`src/rtl/ready_sync_pkg.sv`:
```
package ready_sync_pkg;

    // Register set of the synchronizer: first and second stage.
    typedef struct packed {
        logic stage1;
        logic stage2;
    } sync_regs_t;

    localparam sync_regs_t SYNC_REGS_RESET = '{stage1: 1'b0, stage2: 1'b0};

endpackage

```
`src/rtl/bus_ready_qualify.sv`:
```
module bus_ready_qualify #(
    parameter int N_BUS = 2
) (
    input  logic [N_BUS-1:0] bus_rdy,
    input  logic [N_BUS-1:0] bus_aen_n,
    output logic             req
);

    logic [N_BUS-1:0] qual;

    // Each bus ready counts only while its own enable is low.
    for (genvar g = 0; g < N_BUS; g++) begin : g_qual
        assign qual[g] = bus_rdy[g] & ~bus_aen_n[g];
    end

    assign req = |qual;

endmodule

```
`src/rtl/ready_sync_stages.sv`:
```
module ready_sync_stages
    import ready_sync_pkg::*;
(
    input  logic clk,
    input  logic rst_n,
    input  logic rise_en,
    input  logic fall_en,
    input  logic req,
    input  logic single_stage,
    output logic ready
);

    sync_regs_t regs_d, regs_q;

    always_comb begin
        regs_d = regs_q;
        if (rise_en) begin
            regs_d.stage1 = req;
        end
        if (fall_en) begin
            if (single_stage) begin
                regs_d.stage2 = req;
            end else begin
                // assert needs stage one; deassert goes straight through
                regs_d.stage2 = regs_q.stage1 & req;
            end
        end
    end

    always_ff @(posedge clk) begin
        if (!rst_n) begin
            regs_q <= SYNC_REGS_RESET;
        end else begin
            regs_q <= regs_d;
        end
    end

    assign ready = regs_q.stage2;

    // strobes are exclusive
    a_r2_strobes_exclusive: assert property (@(posedge clk) disable iff (!rst_n)
        !(rise_en && fall_en));

    // stage one moves only after a rising strobe
    a_r2_stage1_hold: assert property (@(posedge clk) disable iff (!rst_n)
        !$past(rise_en) |-> $stable(regs_q.stage1));

    // output moves only after a falling strobe
    a_r2_ready_hold: assert property (@(posedge clk) disable iff (!rst_n)
        !$past(fall_en) |-> $stable(ready));

    // two-stage mode cannot assert without stage one
    a_r4_needs_stage1: assert property (@(posedge clk) disable iff (!rst_n)
        fall_en && !single_stage && !regs_q.stage1 |=> !ready);

    // deassert in one falling strobe
    a_r5_fast_drop: assert property (@(posedge clk) disable iff (!rst_n)
        fall_en && !req |=> !ready);

    // single-stage mode follows the request
    a_r6_single_follow: assert property (@(posedge clk) disable iff (!rst_n)
        fall_en && single_stage |=> ready == $past(req));

endmodule

```
`src/rtl/ready_sync_top.sv`:
```
module ready_sync_top (
    input  logic clk,
    input  logic rst_n,
    input  logic clk_rise_en,
    input  logic clk_fall_en,
    input  logic rdy_a,
    input  logic aen_a_n,
    input  logic rdy_b,
    input  logic aen_b_n,
    input  logic single_stage,
    output logic ready_out
);

    localparam int N_BUS = 2;

    logic             req;
    logic [N_BUS-1:0] bus_rdy;
    logic [N_BUS-1:0] bus_aen_n;

    assign bus_rdy   = {rdy_b, rdy_a};
    assign bus_aen_n = {aen_b_n, aen_a_n};

    bus_ready_qualify #(.N_BUS(N_BUS)) qual_i (
        .bus_rdy   (bus_rdy),
        .bus_aen_n (bus_aen_n),
        .req       (req)
    );

    ready_sync_stages stages_i (
        .clk          (clk),
        .rst_n        (rst_n),
        .rise_en      (clk_rise_en),
        .fall_en      (clk_fall_en),
        .req          (req),
        .single_stage (single_stage),
        .ready        (ready_out)
    );

endmodule

```
`config.mk`:
```
export PLATFORM = sky130hd
export DESIGN_NAME = ready_sync_top
export DESIGN_NICKNAME = d
export VERILOG_FILES = /design/src/rtl/ready_sync_pkg.sv /design/src/rtl/bus_ready_qualify.sv /design/src/rtl/ready_sync_stages.sv /design/src/rtl/ready_sync_top.sv
export SDC_FILE = /design/constraint.sdc
export NUM_CORES = 1
export LEC_CHECK = 0
export CAP_MARGIN = 20
export CORE_AREA = 2 2 39 41
export CTS_BUF_LIST = sky130_fd_sc_hd__clkbuf_4 sky130_fd_sc_hd__clkbuf_8
export DETAILED_ROUTE_END_ITERATION = 16
export DIE_AREA = 0 0 41 43
export DONT_BUFFER_PORTS = 1
export GPL_TIMING_DRIVEN = 0
export SLEW_MARGIN = 0
export SYNTH_ARGS = -nofsm -noshare
export SYNTH_HDL_FRONTEND = slang
export SYNTH_SLANG_ARGS = --single-unit
```
`constraint.sdc`:
```
create_clock -name clk -period 0.8 [get_ports clk]
set_clock_uncertainty 0.05 [all_clocks]
set_input_delay 0.2 -clock clk [delete_from_list [all_inputs] [get_ports clk]]
set_output_delay 0.2 -clock clk [all_outputs]
set_load 0.01 [all_outputs]
```
==> metrics.cfg, run 1 <==
[flow_run]
drv_cap=0

[cts]
cts.sinks=2
cts_tree=done
clk_latency_ns=0.22
clockRootBuffer=clkbuf_4
postCtsSetupBuffers=0
htree_levels=1
cts_buffer_depth=2
clk_pin_slew_ns=0.03
numCtsBuffers=3

[synthesis]
yosysSeqAreaShare_pct=44.4
synth_area_um2=90.1
synth_compound_area_share_pct=38.9
synth_edf_count=0
synth_top_area_cell=dfxtp_1
synth.area.top_cells=dfxtp_1, a22oi_2, inv_1
synthesis.instances=10
ys_ff_latch=2
synth_top_area_share_pct=44.4
synth_adder_area_share_pct=0
synthSimpleGateAreaFrac_pct=8.33
ys.flop_type=dfxtp_1
synth_nets=19
synth_top_family_by_area=compound AO/OA/AOI/OAI gates
synth_mux_area_share_pct=0
synth_xor_area_share_pct=0
async_flop_share_pct=0
yosysWarnings=0
synthDistinctLibCells=8
synthTopCellsByCount=dfxtp_1, inv_1
avgSynthCellArea_um2=9.01

[grt]
grt_max_degree=4
gr-total-overflow=0
antenna_found_initial=0
grtUsageTotal_pct=3.60
grt_pass1_vias=86
grt_pass1_wl_um=282

[setup_path]
arrival_ns=0.57
critPathKind=reg2out
worst-path-stages=0
crit_fanout=2
crit_path_end_kind=primary output
rr_worst_depth=2
r2r_start=stages_i.regs_q[1]$_SDFFE_PN0P_
cp-start-kind=flop
cp-startpoint=stages_i.ready$_SDFFE_PN0P_
crit_path_end=ready_out
worstPathRequired_ns=0.55
r2r_end=stages_i.ready$_SDFFE_PN0P_
r2r_setup_slack_ns=0.11

[pwr]
power_leakage_nw=0.0547
switching_share_pct=18.5
vdd_ir_drop_max_v=0.000359
total_power_mw=0.347
clkPwrFrac_pct=62.9
powerDensity_nw_per_um2=2370
p_comb_share_pct=5.6
switchingPower_mw=0.0643
seq_power_share_pct=31.5
internal_power_mw=0.282

[routing]
avgRoutedWirePerCell_um=6.27
drt_iter0_markers=0
drt-pass1-iter-count=1
viasPerCell=3.10
ant_nets=0
dr_total_vias=93
wl_um=188
drc=0

[floorplan]
die_y_um=43
core_area_um2=1380
fp.dieW_um=41
dieArea_um2=1760
start_util_pct=6.51
row_count=14
ios=10

[sta]
hold_ws_ns=0.0825
setup_viol=1
post-route-min-period_ns=0.818
finalCritPeriodShare_pct=102
slew_headroom_pct=89.6
drv_slew=0
fmax_ghz=1.22
hold_violations=0
fin_ws_ns=-0.0178
rsz0062_at_grt=yes
tightest_slew_ns=0.155

[finish]
syn_to_final_growth_pct=62.5
fin_area_um2=146
n_antenna_cell=0
nFillCells=155
final_util_pct=10.6
drive_gt1_share_pct=35.7
nets=25

[place]
place_ws_ns=0.106
placedInstanceArea_um2=110
dpl.hpwl_um=155
place_congestion=0.460
io_buffers=0

[status]
violations=negative setup slack
status=finished, violations left

[min_path]
hp-class=in2reg

routing by layer:
layer / vias to the layer above / GRT usage (%) / share of wire, %
met1: 37 / 1.90 / 28
met3: 0 / 6.28 / 27
met5: - / 0 / 0
met4: 0 / 6.00 / 0
li1: 46 / - / -
met2: 10 / 2.81 / 45
cell families after synthesis:
logic type | after synthesis
AO/OA/AOI/OAI | 5
buffers and inverters | 2
flip-flops | 2
AND/OR/NAND/NOR | 1
layout make-up:
class / count / area [um^2] / area share [%]
Timing Repair Buffer: 1 / 10.0 / 6.84
Multi-Input combinational cell: 6 / 42.5 / 29.1
Clock buffer: 3 / 22.5 / 15.4
Inverter: 2 / 7.51 / 5.13
Tap cell: 16 / 20.0 / 13.7
Sequential cell: 2 / 43.8 / 29.9
cell usage in the layout (no fill, tap or decap), drive strengths merged:
cell type,count
inv,2
o21ai,2
dlygate4sd3,1
dfxtp,2
nand3b,1
clkbuf,3
o211ai,1
a22oi,1
a21oi,1
worst min path at each step:
stage | slack [ns] | startpoint | to | cells after the start
after floorplan | 0.24 | clk_rise_en | stages_i.regs_q[1]$_SDFFE_PN0P_ | 1
after CTS | 0.01 | clk_rise_en | stages_i.regs_q[1]$_SDFFE_PN0P_ | 1
final | 0.08 | rst_n | stages_i.ready$_SDFFE_PN0P_ | 2
after global placement | 0.24 | clk_rise_en | stages_i.regs_q[1]$_SDFFE_PN0P_ | 1
after global routing | 0.07 | rst_n | stages_i.regs_q[1]$_SDFFE_PN0P_ | 2
after detailed placement | 0.25 | clk_rise_en | stages_i.regs_q[1]$_SDFFE_PN0P_ | 1
repair_timing:
item | in CTS | in global routing
setup endpoints to repair | 1 | 1
hold buffers | 0 | 1
gates resized for setup | 1 | 1
hold endpoints to repair | 0 | 1
metrics by stage:
stage	cells	setup TNS (ns)
final	30	-0.0178
after global routing	30	-0.0462
after CTS	29	-0.0241
after detailed placement	26	0
after global placement	26	0
after floorplan	10	0
sequential cells by signal (all words and copies together) (netlist names):
| signal | count |
|---|---|
| stages_i.ready | 1 |
| stages_i.regs_q | 1 |
power groups by stage:
stage | sequential (mW) | combinational, mW | clock [mW]
final | 0.109 | 0.0194 | 0.218
after global routing | 0.110 | 0.0217 | 0.255
after CTS | 0.112 | 0.0156 | 0.228
after detailed placement | 0.112 | 0.0156 | 0
after global placement | 0.112 | 0.0153 | 0
after floorplan | 0.112 | 0.0142 | 0
Note: power is estimated with default switching activity, not from simulation.
==> run 2: changes to the inputs <==
--- a/config.mk
+++ b/config.mk
@@ -7,7 +7,6 @@
 export LEC_CHECK = 0
 export CAP_MARGIN = 20
 export CORE_AREA = 2 2 39 41
-export CTS_BUF_LIST = sky130_fd_sc_hd__clkbuf_4 sky130_fd_sc_hd__clkbuf_8
 export DETAILED_ROUTE_END_ITERATION = 16
 export DIE_AREA = 0 0 41 43
 export DONT_BUFFER_PORTS = 1
==> results of run 2 <==
No change in the layout: final DEF, timing and power equal those of run 1.
